--- src/rtl/smul_pkg.sv ---
package smul_pkg;
  typedef enum logic [1:0] {
    ST_IDLE = 2'd0,
    ST_RUN  = 2'd1,
    ST_FIX  = 2'd2
  } smul_state_e;
endpackage

--- src/rtl/smul_mag.sv ---
// Two's-complement magnitude of one operand. The output is unsigned and W bits
// wide, so the most negative input maps to 2^(W-1) without overflow.
module smul_mag #(
  parameter int W = 8
) (
  input  logic [W-1:0] val,
  output logic [W-1:0] mag,
  output logic         neg
);
  always_comb begin
    neg = val[W-1];
    mag = neg ? (~val + {{(W-1){1'b0}}, 1'b1}) : val;
  end
endmodule

--- src/rtl/smul_ctrl.sv ---
// Sequencer: idle, W shift-add steps, one sign fix-up cycle.
module smul_ctrl
  import smul_pkg::*;
#(
  parameter int W = 8
) (
  input  logic clk,
  input  logic rst_n,
  input  logic start,
  output logic load,
  output logic step,
  output logic fix,
  output logic busy,
  output logic done
);
  localparam int CW = $clog2(W) + 1;
  localparam logic [CW-1:0] LAST = CW'(W - 1);

  smul_state_e    state_q, state_d;
  logic [CW-1:0]  cnt_q, cnt_d;
  logic           done_q, done_d;

  always_comb begin
    state_d = state_q;
    cnt_d   = cnt_q;
    load    = 1'b0;
    step    = 1'b0;
    fix     = 1'b0;
    unique case (state_q)
      ST_IDLE: begin
        if (start) begin
          load    = 1'b1;
          cnt_d   = '0;
          state_d = ST_RUN;
        end
      end
      ST_RUN: begin
        step  = 1'b1;
        cnt_d = cnt_q + 1'b1;
        if (cnt_q == LAST) state_d = ST_FIX;
      end
      ST_FIX: begin
        fix     = 1'b1;
        state_d = ST_IDLE;
      end
      default: state_d = ST_IDLE;
    endcase
    done_d = fix;
  end

  always_ff @(posedge clk or negedge rst_n) begin
    if (!rst_n) begin
      state_q <= ST_IDLE;
      cnt_q   <= '0;
      done_q  <= 1'b0;
    end else begin
      state_q <= state_d;
      cnt_q   <= cnt_d;
      done_q  <= done_d;
    end
  end

  assign busy = (state_q != ST_IDLE);
  assign done = done_q;
endmodule

--- src/rtl/smul_core.sv ---
// Combined product/multiplier register. The upper half accumulates, and the lower
// half holds the unused multiplier bits plus the finished low product bits.
module smul_core #(
  parameter int W = 8
) (
  input  logic           clk,
  input  logic           rst_n,
  input  logic           load,
  input  logic           step,
  input  logic [W-1:0]   mcand_mag,
  input  logic [W-1:0]   mplier_mag,
  input  logic           sign_in,
  output logic [2*W-1:0] raw,
  output logic           sign_q
);
  localparam int PW = 2 * W;

  logic [W-1:0]  mcand_q, mcand_d;
  logic [PW-1:0] acc_q, acc_d;
  logic          sign_d;
  logic [W-1:0]  partial;
  logic [W:0]    sum;

  always_comb begin
    partial = acc_q[0] ? mcand_q : '0;
    sum     = {1'b0, acc_q[PW-1:W]} + {1'b0, partial};
    mcand_d = mcand_q;
    acc_d   = acc_q;
    sign_d  = sign_q;
    if (load) begin
      mcand_d = mcand_mag;
      acc_d   = {{W{1'b0}}, mplier_mag};
      sign_d  = sign_in;
    end else if (step) begin
      acc_d = {sum, acc_q[W-1:1]};
    end
  end

  always_ff @(posedge clk or negedge rst_n) begin
    if (!rst_n) begin
      mcand_q <= '0;
      acc_q   <= '0;
      sign_q  <= 1'b0;
    end else begin
      mcand_q <= mcand_d;
      acc_q   <= acc_d;
      sign_q  <= sign_d;
    end
  end

  assign raw = acc_q;
endmodule

--- src/rtl/smul_fix.sv ---
// Output register with the final conditional negation.
module smul_fix #(
  parameter int W = 8
) (
  input  logic           clk,
  input  logic           rst_n,
  input  logic           fix,
  input  logic           neg,
  input  logic [2*W-1:0] raw,
  output logic [2*W-1:0] result
);
  logic [2*W-1:0] result_q, result_d;

  always_comb begin
    result_d = result_q;
    if (fix) result_d = neg ? (~raw + {{(2*W-1){1'b0}}, 1'b1}) : raw;
  end

  always_ff @(posedge clk or negedge rst_n) begin
    if (!rst_n) result_q <= '0;
    else        result_q <= result_d;
  end

  assign result = result_q;
endmodule

--- src/rtl/smul_seq.sv ---
module smul_seq #(
  parameter int W = 8
) (
  input  logic           clk,
  input  logic           rst_n,
  input  logic           start,
  input  logic [W-1:0]   mcand,
  input  logic [W-1:0]   mplier,
  output logic           busy,
  output logic           done,
  output logic [2*W-1:0] product
);
  localparam int NOPS = 2;

  logic [NOPS-1:0][W-1:0] op_val, op_mag;
  logic [NOPS-1:0]        op_neg;
  logic                   load, step, fix, sign_q;
  logic [2*W-1:0]         raw;

  assign op_val[0] = mcand;
  assign op_val[1] = mplier;

  for (genvar i = 0; i < NOPS; i++) begin : g_mag
    smul_mag #(.W(W)) u_mag (
      .val (op_val[i]),
      .mag (op_mag[i]),
      .neg (op_neg[i])
    );
  end

  smul_ctrl #(.W(W)) u_ctrl (
    .clk   (clk),
    .rst_n (rst_n),
    .start (start),
    .load  (load),
    .step  (step),
    .fix   (fix),
    .busy  (busy),
    .done  (done)
  );

  smul_core #(.W(W)) u_core (
    .clk        (clk),
    .rst_n      (rst_n),
    .load       (load),
    .step       (step),
    .mcand_mag  (op_mag[0]),
    .mplier_mag (op_mag[1]),
    .sign_in    (op_neg[0] ^ op_neg[1]),
    .raw        (raw),
    .sign_q     (sign_q)
  );

  smul_fix #(.W(W)) u_fix (
    .clk    (clk),
    .rst_n  (rst_n),
    .fix    (fix),
    .neg    (sign_q),
    .raw    (raw),
    .result (product)
  );
endmodule

--- config.mk ---
export PLATFORM = sky130hd
export DESIGN_NAME = smul_seq
export DESIGN_NICKNAME = d
export VERILOG_FILES = /design/src/rtl/smul_pkg.sv /design/src/rtl/smul_mag.sv /design/src/rtl/smul_ctrl.sv /design/src/rtl/smul_core.sv /design/src/rtl/smul_fix.sv /design/src/rtl/smul_seq.sv
export SDC_FILE = /design/constraint.sdc
export NUM_CORES = 1
export LEC_CHECK = 0
export ABC_AREA = 1
export BUFFER_PORTS_ARGS = -buffer_cell sky130_fd_sc_hd__clkbuf_2
export CAP_MARGIN = 40
export CORE_MARGIN = 3
export CORE_UTILIZATION = 55
export DETAILED_ROUTE_END_ITERATION = 8
export PLACE_DENSITY = 0.8
export SETUP_SLACK_MARGIN = 0.2
export SLEW_MARGIN = 10
export SYNTH_ARGS = -nofsm -noshare
export SYNTH_HDL_FRONTEND = slang
export SYNTH_HIERARCHICAL = 1
export SYNTH_SLANG_ARGS = --single-unit
--- constraint.sdc ---
create_clock -name clk -period 2.25 [get_ports clk]
set_input_delay 0.45 -clock clk [delete_from_list [all_inputs] [get_ports clk]]
set_output_delay 0.45 -clock clk [all_outputs]
set_load 0.02 [all_outputs]
==> reports/results.tsv, run 1 <==
stage	metric	value	unit
worst_setup_path	endpoint_kind	register	
power	p_leak	2.00	nW
detailed_routing	ant_nets	0	
worst_setup_path	startpoint_type	register	
synth	syn_inst	452	
detailed_routing	firstDrtPassIters	4	
placed_design	postPlaceCellArea	3370	sq um
detailed_routing	vias	2868	
worst_setup_path	worst_ep_arrival_time	2.03	ns
worst_setup_path	crit_slowest_cell	dfrtp_2	
worst_setup_path	cpMostUsedCell	nand3_1	
synth	async_flop_share	1.00	
global_routing	grt_pass1_wl	11.2	mm
placed_design	gp_congestion	0.860	
worst_hold_path	min_path_type	in -> async	
global_routing	grt_remaining_overflow	0	
die	core	5570	sq um
clock_network	cts_tree	built	
detailed_routing	post-route-drc-count	0	
die	die_w	82.2	um
clock_network	clk_pin_slew_worst_paths	0.09	ns
final_layout	diodes	0	
sta	period_needed	1.84	ns
sta	hold_violations	0	
die	fp-row-count	27	
final_layout	design_area	3510	sq um
clock_network	cts_buffers	5	
detailed_routing	dr.first_iter.drc_count	107	
global_routing	grt_max_degree	49	
worst_setup_path	crit_family	simple AND/OR/NAND/NOR gates	
placed_design	dp_hpwl	4.91	mm
sta	slew_headroom	0.615	
synth	synth_most_common_cell	nand2_1	
synth	yosys.area.top_type_share	0.376	
clock_network	cts.sinks	48	
power	ir_drop	0.517	mV
synth	synth-edff-count	0	
sta	whs	0.227	ns
die	fp.dieArea	6750	sq um
detailed_routing	routedWlPerCell	11.6	um
worst_setup_path	crit_fanout	5	
worst_setup_path	crit_path_max_incr_delay	0.44	ns
sta	clock_skew	0.0128	ns
synth	syn_avg_cell_area	7.06	sq um
placed_design	io_buffers	36	
global_routing	grt_pass1_vias	2687	
synth	synth_area	3190	sq um
sta	min_period_over_period	0.819	
global_routing	grt_usage	0.211	
synth	ys_top_cells_by_area	dfrtp_1 (38%), nand2_1 (21%), inv_1 (6.8%)	
sta	worst_pin_slew	0.577	ns
synth	yosysUniqueCellTypes	34	
synth	ys_seq_area_frac	0.376	
synth	yosys.area.top_type	dfrtp_1	
die	dieHeight	82.2	um
sta	max_freq	0.542	GHz
clock_network	ctsHoldBuffers	0	
final_layout	nets	517	
clock_network	clk_latency	0.30	ns
outcome	status	finished clean	
clock_network	ctsLongestPathBuffers	2	
clock_network	cts-htree-levels	2	
power	finalPower	4.28	mW
power	power-per-cell-area	1220	nW/um^2
synth	synthFlopType	dfrtp_1	
flow_run	cap_violations	0	
sta	setup_viol	0	
worst_setup_path	worstPathCellList	nand2_1, inv_1, ha_1, fa_1, nand2_1, nand3_1, nand3_1, nand3_1, nand3_1, nand2_1	
sta	report.final.slew_viol_count	0	
worst_setup_path	worstPathRequired	2.44	ns
final_layout	area_growth	10.1	%
synth	yosysWarnings	6	
synth	syn-num-nets	484	
synth	synth_common_cells	nand2_1 (180), inv_1 (58), dfrtp_1 (48)	
sta	grt_setup_unrepaired	no	
die	start_util	0.572	
worst_setup_path	worst-path-buf-inv	1	
synth	ys_ff_latch	48	
detailed_routing	finalWirelength	6.47	mm
final_layout	drive_gt1_frac	0.136	
global_routing	antenna_found_initial	0	
clock_network	cts-root-buf	clkbuf_8	
sta	final.setup.tns	0	ns
die	io_pins	37	
detailed_routing	viasPerCell	5.14	
worst_setup_path	worst-setup-path-type	reg -> reg	
-- layout make-up --
class                      count  area, sq um
fill                         515         2060
clock buffer                   6         82.6
clock inverter                 2         38.8
timing repair buffer          41          218
inverter                      60          228
multi-input combinational    329         1650
tap                           72         90.1
sequential                    48         1200
-- sequential cells by signal (all words and copies together), names as in the netlist --
signal	cells
u_core/raw	16
u_ctrl/cnt_q	4
u_ctrl/done	1
u_ctrl/state_q	2
u_core/mcand_q	8
u_core/sign_q	1
u_fix/result	16
-- per-stage QoR --
step,std cells,setup WS (ns),util
after floorplan,452,0.467,-
after global placement,548,0.466,0.605
after detailed placement,548,0.387,0.605
after CTS,556,0.362,0.627
after global routing,558,0.237,0.630
final,558,0.406,0.630
-- worst reg2reg max path: stages (launching register included) --
cell and delay [ns]:
dfrtp_2 0.44, nand2_1 0.07, inv_1 0.04, ha_1 0.20, fa_1 0.39, nand2_1 0.10, nand3_1 0.13, nand3_1 0.13
nand3_1 0.09, nand3_1 0.10, nand2_1 0.05
-- routing by layer --
metal | track usage | wire length [um]
met5 | 0 | 0
met4 | 0.0897 | 71
met3 | 0.0347 | 306
met2 | 0.381 | 3200
met1 | 0.246 | 2890
-- cell usage in the layout, fill, tap and decap left out, drive strengths merged --
| master | n |
|---|---|
| bufinv | 1 |
| inv | 60 |
| o211ai | 3 |
| xnor2 | 4 |
| o221ai | 4 |
| nand3b | 8 |
| a22o | 1 |
| o22ai | 2 |
| o21bai | 1 |
| fa | 1 |
| clkbuf | 42 |
| o21ai | 19 |
| nor2 | 34 |
| or2 | 2 |
| clkinv | 1 |
| nand3 | 43 |
| nand2 | 181 |
| a21oi | 7 |
| buf | 5 |
| xor2 | 3 |
| nand4 | 4 |
| dfrtp | 48 |
| ha | 12 |
-- cells by family after synthesis --
kind of cell    Yosys count  share of synthesized area
fa+ha+maj                13                     0.0533
buf+inv                  75                      0.105
compound gates           37                     0.0773
flops                    48                      0.376
xor+xnor                  7                     0.0192
simple gates            272                      0.368
-- power breakdown --
part	switching [mW]	total [mW]	internal [mW]	leakage [nW]
clock network	0.298	0.662	0.364	0.0614
logic	1.31	2.09	0.777	1.32
registers	0.333	1.52	1.19	0.623
total	1.94	4.28	2.33	2.00
-- worst paths after layout --
kind / to / cells past startpoint / slack [ns] / from
max: u_core/raw[13] / 10 / 0.41 / u_core/raw[0]
min: u_fix/result[6] / 2 / 0.23 / rst_n
max reg2reg: u_core/raw[13] / 10 / 0.41 / u_core/raw[0]
min reg2reg: u_core/mcand_q[2] / 2 / 0.48 / u_core/mcand_q[2]
max in group asynchronous: u_core/raw[0] / 2 / 1.61 / rst_n
min in group clk: u_core/mcand_q[0] / 3 / 0.37 / mcand[0]
-- what timing repair did --
| item | CTS | global route |
|---|---|---|
| setup buffers | 0 | 2 |
| endpoints found under the setup margin | 0 | 2 |
| resized for setup | 0 | 1 |
Power figures use the tool's default switching activity.
==> inputs of run 2 (changes only) <==
--- a/config.mk
+++ b/config.mk
@@ -5,13 +5,13 @@
 export SDC_FILE = /design/constraint.sdc
 export NUM_CORES = 1
 export LEC_CHECK = 0
-export ABC_AREA = 1
+export ABC_AREA = 0
 export BUFFER_PORTS_ARGS = -buffer_cell sky130_fd_sc_hd__clkbuf_2
 export CAP_MARGIN = 40
 export CORE_MARGIN = 3
-export CORE_UTILIZATION = 55
+export CORE_UTILIZATION = 53
 export DETAILED_ROUTE_END_ITERATION = 8
-export PLACE_DENSITY = 0.8
+export PLACE_DENSITY = 0.81
 export SETUP_SLACK_MARGIN = 0.2
 export SLEW_MARGIN = 10
 export SYNTH_ARGS = -nofsm -noshare
==> constraint.sdc (replaced) <==
create_clock -name clk -period 1.6 [get_ports clk]
set_input_delay 0.32 -clock clk [delete_from_list [all_inputs] [get_ports clk]]
set_output_delay 0.32 -clock clk [all_outputs]
set_load 0.02 [all_outputs]
==> reports/results.tsv, run 2 <==
stage	metric	value	unit
synth	synth_common_cells	dfrtp_1 (48), nand2_1 (23), nor2_1 (21)	
outcome	status	finished, violations left	
detailed_routing	dr.first_iter.drc_count	284	
worst_setup_path	crit_fanout	7	
worst_setup_path	rrSetupSlack	-0.37	ns
worst_hold_path	min_path_type	in -> reg	
detailed_routing	finalWirelength	11.0	mm
clock_network	cts-htree-levels	2	
global_routing	grt_remaining_overflow	0	
clock_network	cts-root-buf	clkbuf_8	
final_layout	layout_common_cells	buf_4 (43), dfrtp_1 (43), clkbuf_2 (35)	
worst_setup_path	crit_slowest_cell	or4_4	
clock_network	clk_pin_slew_worst_paths	0.10	ns
sta	min_period_over_period	1.23	
sta	clock_skew	0.0142	ns
final_layout	diodes	0	
sta	slew_headroom	0.659	
sta	setup_viol	32	
worst_setup_path	worstPathCellList	buf_4, or4_4, o41ai_4, xor2_1, a21oi_1	
final_layout	multi_input_area	2140	sq um
detailed_routing	ant_nets	0	
sta	whs	0.261	ns
global_routing	grt_usage	0.287	
outcome	violations	setup timing	
sta	worst_pin_slew	0.506	ns
sta	setup_slack	-0.371	ns
die	fp-row-count	26	
clock_network	ctsLongestPathBuffers	2	
synth	synth_area	2980	sq um
die	dieHeight	81.0	um
placed_design	io_buffers	36	
sta	grt_setup_unrepaired	yes	
synth	ys_seq_area_frac	0.403	
detailed_routing	post-route-drc-count	0	
die	fp.dieArea	6560	sq um
final_layout	fin_util	0.878	
synth	ys_top_cells_by_area	dfrtp_1 (40%), ha_1 (5.0%), xnor2_1 (4.1%)	
die	start_util	0.566	
synth	syn_inst	302	
global_routing	grt_pass1_wl	14.2	mm
power	p_leak	2.09	nW
die	core	5270	sq um
synth	yosys.area.top_type	dfrtp_1	
power	ir_drop	1.47	mV
clock_network	clk_latency	0.32	ns
synth	ys_ff_latch	48	
placed_design	gp_congestion	0.843	
final_layout	area_growth	55.1	%
final_layout	nets	432	
sta	period_needed	1.97	ns
worst_setup_path	worst-setup-path-type	reg -> reg	
placed_design	dp_hpwl	4.74	mm
synth	synth_most_common_cell	dfrtp_1	
detailed_routing	routedWlPerCell	23.4	um
die	io_pins	37	
global_routing	grt_pass1_vias	2789	
detailed_routing	firstDrtPassIters	5	
synth	yosysWarnings	6	
final_layout	fill_cells	217	
sta	report.final.slew_viol_count	0	
global_routing	grt_max_degree	49	
worst_setup_path	worst_ep_arrival_time	2.18	ns
worst_setup_path	startpoint_type	register	
power	power-per-cell-area	2320	nW/um^2
synth	yosys.area.top_type_share	0.403	
synth	synthFlopType	dfrtp_1	
sta	hold_violations	0	
final_layout	seqCellArea	1210	sq um
worst_setup_path	worstPathRequired	1.81	ns
worst_setup_path	crit_path_max_incr_delay	0.52	ns
global_routing	antenna_found_initial	0	
clock_network	cts.sinks	48	
flow_run	cap_violations	0	
clock_network	cts_buffers	5	
synth	syn-num-nets	334	
sta	max_freq	0.507	GHz
synth	async_flop_share	1.00	
worst_setup_path	endpoint_kind	register	
die	die_w	81.0	um
synth	yosysUniqueCellTypes	52	
synth	syn_avg_cell_area	9.87	sq um
synth	synth-edff-count	0	
detailed_routing	viasPerCell	6.37	
detailed_routing	vias	2998	
final_layout	drive_gt1_frac	0.526	
clock_network	cts_tree	built	
## run 2: area by class of cell
type	count	area share
clock inverters	2	0.00839
clock buffers	6	0.0179
multi-input cells	227	0.463
well taps	70	0.0189
flip-flops and latches	48	0.262
inverters	11	0.00947
repair buffers	107	0.221
## run 2: kinds of logic after synthesis
| kind of cell | count (synthesis) | synth area share |
|---|---|---|
| buffers and inverters | 28 | 0.0457 |
| adder cells (fa/ha/maj) | 13 | 0.0571 |
| AO/OA/AOI/OAI | 73 | 0.174 |
| flip-flops | 48 | 0.403 |
| XOR/XNOR | 28 | 0.0823 |
| AND/OR/NAND/NOR | 89 | 0.157 |
| multiplexers | 23 | 0.0818 |
## run 2: path summary, 6_finish.rpt
check	from	endpoint	depth (start not counted)
min reg2reg	u_core/mcand_q[7]	u_core/mcand_q[7]	1
max in group asynchronous	rst_n	u_core/raw[8]	3
max	u_core/raw[0]	u_fix/result[13]	5
min	mplier[0]	u_core/raw[0]	3
max reg2reg	u_core/raw[0]	u_fix/result[13]	5
min in group asynchronous	rst_n	u_ctrl/cnt_q[2]	3
## run 2: per-stage QoR
step / power, mW / setup WS [ns] / TNS [ns] / area [sq um] / std cells
4_1_cts: 9.16 / -0.192 / -2.31 / 4270 / 459
5_1_grt: 11.1 / -0.439 / -6.08 / 4630 / 471
2_1_floorplan: 5.50 / -0.167 / -1.46 / 3170 / 302
3_3_place_gp: 6.80 / -0.183 / -1.92 / 3630 / 430
6_report: 10.7 / -0.371 / -5.06 / 4630 / 471
3_5_place_dp: 7.02 / -0.209 / -2.54 / 3630 / 430
## run 2: layer usage
metal  share of wire  vias up  global-route usage
met5               0        -                   0
met4           0.042        0               0.111
met3           0.084       45              0.0488
met2            0.50      229               0.495
met1            0.38     1469               0.358
li1                -     1255                   -
## run 2: report_power, final
group          switching [mW]  internal (mW)
Clock                   0.451          0.512
Sequential              0.724           1.82
Combinational            3.59           3.65
## run 2: repair_timing
item                       4_1_cts  5_1_grt
hold buffers                     1        0
setup endpoints to repair       41       42
setup buffers                   15        9
pin swaps                       21       18
hold endpoints to repair        39        0
gates resized for setup         52       47
cloned                           5        3
## run 2: critical path: cells and delay by family, from the launching register on
kind | cells | cell delay, ns
AO/OA/AOI/OAI | 2 | 0.47
XOR/XNOR | 1 | 0.25
buffers and inverters | 1 | 0.16
flip-flops | 1 | 0.47
AND/OR/NAND/NOR | 1 | 0.52
==> inputs of run 3 (changes only) <==
--- a/config.mk
+++ b/config.mk
@@ -8,6 +8,7 @@
 export ABC_AREA = 0
 export BUFFER_PORTS_ARGS = -buffer_cell sky130_fd_sc_hd__clkbuf_2
 export CAP_MARGIN = 40
+export CORE_ASPECT_RATIO = 1.5
 export CORE_MARGIN = 3
 export CORE_UTILIZATION = 53
 export DETAILED_ROUTE_END_ITERATION = 8
==> reports/results.tsv, run 3 (same netlist as run 2, synthesis figures left out) <==
stage	metric	value	unit
global_routing	grt_pass1_wl	13.7	mm
clock_network	ctsLongestPathBuffers	2	
detailed_routing	ant_nets	0	
worst_setup_path	worstPathRequired	1.79	ns
sta	max_freq	0.512	GHz
power	switching_share	0.437	
sta	worst_pin_slew	0.632	ns
placed_design	gp_congestion	0.802	
global_routing	grt_usage	0.268	
power	p_int	5.84	mW
placed_design	placed_cells	427	
power	comb_power_share	0.660	
sta	hold_violations	0	
sta	min_period_over_period	1.22	
sta	period_needed	1.95	ns
flow_run	cap_violations	0	
sta	slew_headroom	0.575	
final_layout	layout_common_cells	dfrtp_1 (44), buf_4 (40), clkbuf_2 (35)	
detailed_routing	finalWirelength	10.3	mm
detailed_routing	routedWlPerCell	22.5	um
worst_setup_path	rrSetupSlack	-0.35	ns
worst_setup_path	worst_ep_arrival_time	2.15	ns
placed_design	dp_hpwl	4.75	mm
detailed_routing	vias	2869	
final_layout	diodes	0	
die	start_util	0.564	
clock_network	cts.sinks	48	
clock_network	clk_pin_slew_worst_paths	0.10	ns
global_routing	grt_pass1_vias	2779	
global_routing	antenna_found_initial	0	
power	ir_drop	1.23	mV
sta	setup_viol	19	
detailed_routing	viasPerCell	6.25	
sta	clock_skew	0.00773	ns
final_layout	design_area	4520	sq um
final_layout	area_growth	51.6	%
sta	setup_slack	-0.354	ns
clock_network	cts_buffers	5	
worst_setup_path	rr_endpoint	u_fix/result[13]	
worst_setup_path	critPathLaunch	u_core/raw[1]	
final_layout	nets	422	
die	io_pins	37	
die	dieHeight	97.9	um
die	fp-row-count	32	
outcome	violations	setup timing	
final_layout	multi_input_area	2130	sq um
worst_hold_path	min_path_type	in -> reg	
final_layout	seqCellArea	1210	sq um
outcome	status	finished, violations left	
final_layout	fill_cells	239	
clock_network	cts-root-buf	clkbuf_8	
final_layout	drive_gt1_frac	0.504	
die	fp.dieArea	6580	sq um
worst_setup_path	crit_path_end	u_fix/result[13]	
power	power-per-cell-area	2290	nW/um^2
global_routing	grt_max_degree	20	
die	die_w	67.2	um
worst_setup_path	crit_fanout	6	
clock_network	cts_tree	built	
die	core	5290	sq um
detailed_routing	dr.first_iter.drc_count	242	
detailed_routing	firstDrtPassIters	5	
sta	grt_setup_unrepaired	yes	
final_layout	fin_cells	459	
power	p_leak	2.07	nW
sta	report.final.slew_viol_count	0	
worst_setup_path	worst-setup-path-type	reg -> reg	
placed_design	io_buffers	36	
placed_design	postPlaceCellArea	3650	sq um
worst_setup_path	startpoint_type	register	
power	clkPwrFrac	0.103	
final_layout	layout_commonest_cell	dfrtp_1	
worst_setup_path	reg2regPathDepth	4	
power	seq_power_share	0.238	
clock_network	clk_latency	0.30	ns
power	power.switching	4.53	mW
clock_network	cts-htree-levels	2	
global_routing	grt_remaining_overflow	0	
final_layout	fin_util	0.855	
power	finalPower	10.4	mW
worst_setup_path	rr_startpoint	u_core/raw[1]	
detailed_routing	post-route-drc-count	0	
worst_hold_path	whs_path_depth	3	
worst_setup_path	endpoint_kind	register	
run 3: cell count changes in the layout (fill, tap and decap cells not counted), moves of 2 or more:
cell      change
a21oi_2       -2
clkbuf_8      -2
buf_4         -3
nand2_4       +6
ha_4          -2
buf_6         -6
buf_8         +3
o21ai_1       -3
mux2i_1       -2
nand2_2       -5
o21ai_4       -2
nor2_1        +3
o21ai_2       +5
nor2_2        -2
run 3: power groups by stage:
stage          Sequential [mW]  Combinational [mW]  Clock [mW]
3_3_place_gp              2.30                4.46           0
4_1_cts                   2.35                5.31        1.05
2_1_floorplan             2.56                2.94           0
3_5_place_dp              2.34                4.62           0
5_1_grt                   2.52                7.18        1.11
6_report                  2.46                6.84        1.07
run 3: what timing repair did:
item,CTS,global route
gates resized for setup,42,43
setup buffers,8,9
hold buffers,1,0
pin swaps,22,13
gates cloned,4,2
endpoints found under the hold margin,7,0
endpoints found under the setup margin,39,42
run 3: area by class of cell:
type	count	area share
clock buffers	6	0.0161
clock inverters	2	0.0133
inverters	11	0.00969
multi-input cells	226	0.472
flip-flops and latches	48	0.267
well taps	68	0.0188
repair buffers	98	0.203
run 3: critical path, stage by stage (launching register included):
cell and delay [ns]:
dfrtp_1 0.43, or4_1 0.70, o41ai_4 0.42, xor2_1 0.21, a21oi_1 0.09
run 3: worst min path at each step:
| stage | start | to | slack [ns] |
|---|---|---|---|
| final | mplier[0] | u_core/raw[0] | 0.27 |
| after global routing | mplier[0] | u_core/raw[0] | 0.29 |
| after CTS | mplier[0] | u_core/raw[0] | 0.28 |
| after detailed placement | rst_n | u_fix/result[0] | 0.32 |
| after global placement | rst_n | u_fix/result[0] | 0.32 |
| after floorplan | rst_n | u_core/mcand_q[0] | 0.02 |
run 3: routing by layer:
| metal | part of all wire | vias up | global-route usage | wire, um |
|---|---|---|---|---|
| li1 | - | 1237 | - | - |
| met1 | 0.37 | 1424 | 0.311 | 3780 |
| met2 | 0.52 | 161 | 0.482 | 5340 |
| met3 | 0.062 | 47 | 0.0414 | 645 |
| met4 | 0.054 | 0 | 0.0984 | 559 |
| met5 | 0 | - | 0 | 0 |
run 3: per-stage QoR:
step	hold WS, ns	TNS [ns]	worst slack (ns)
final	0.269	-4.59	-0.354
after global routing	0.287	-5.27	-0.381
after CTS	0.276	-2.13	-0.210
after detailed placement	0.319	-2.51	-0.236
after global placement	0.315	-2.00	-0.204
after floorplan	0.0244	-1.46	-0.167
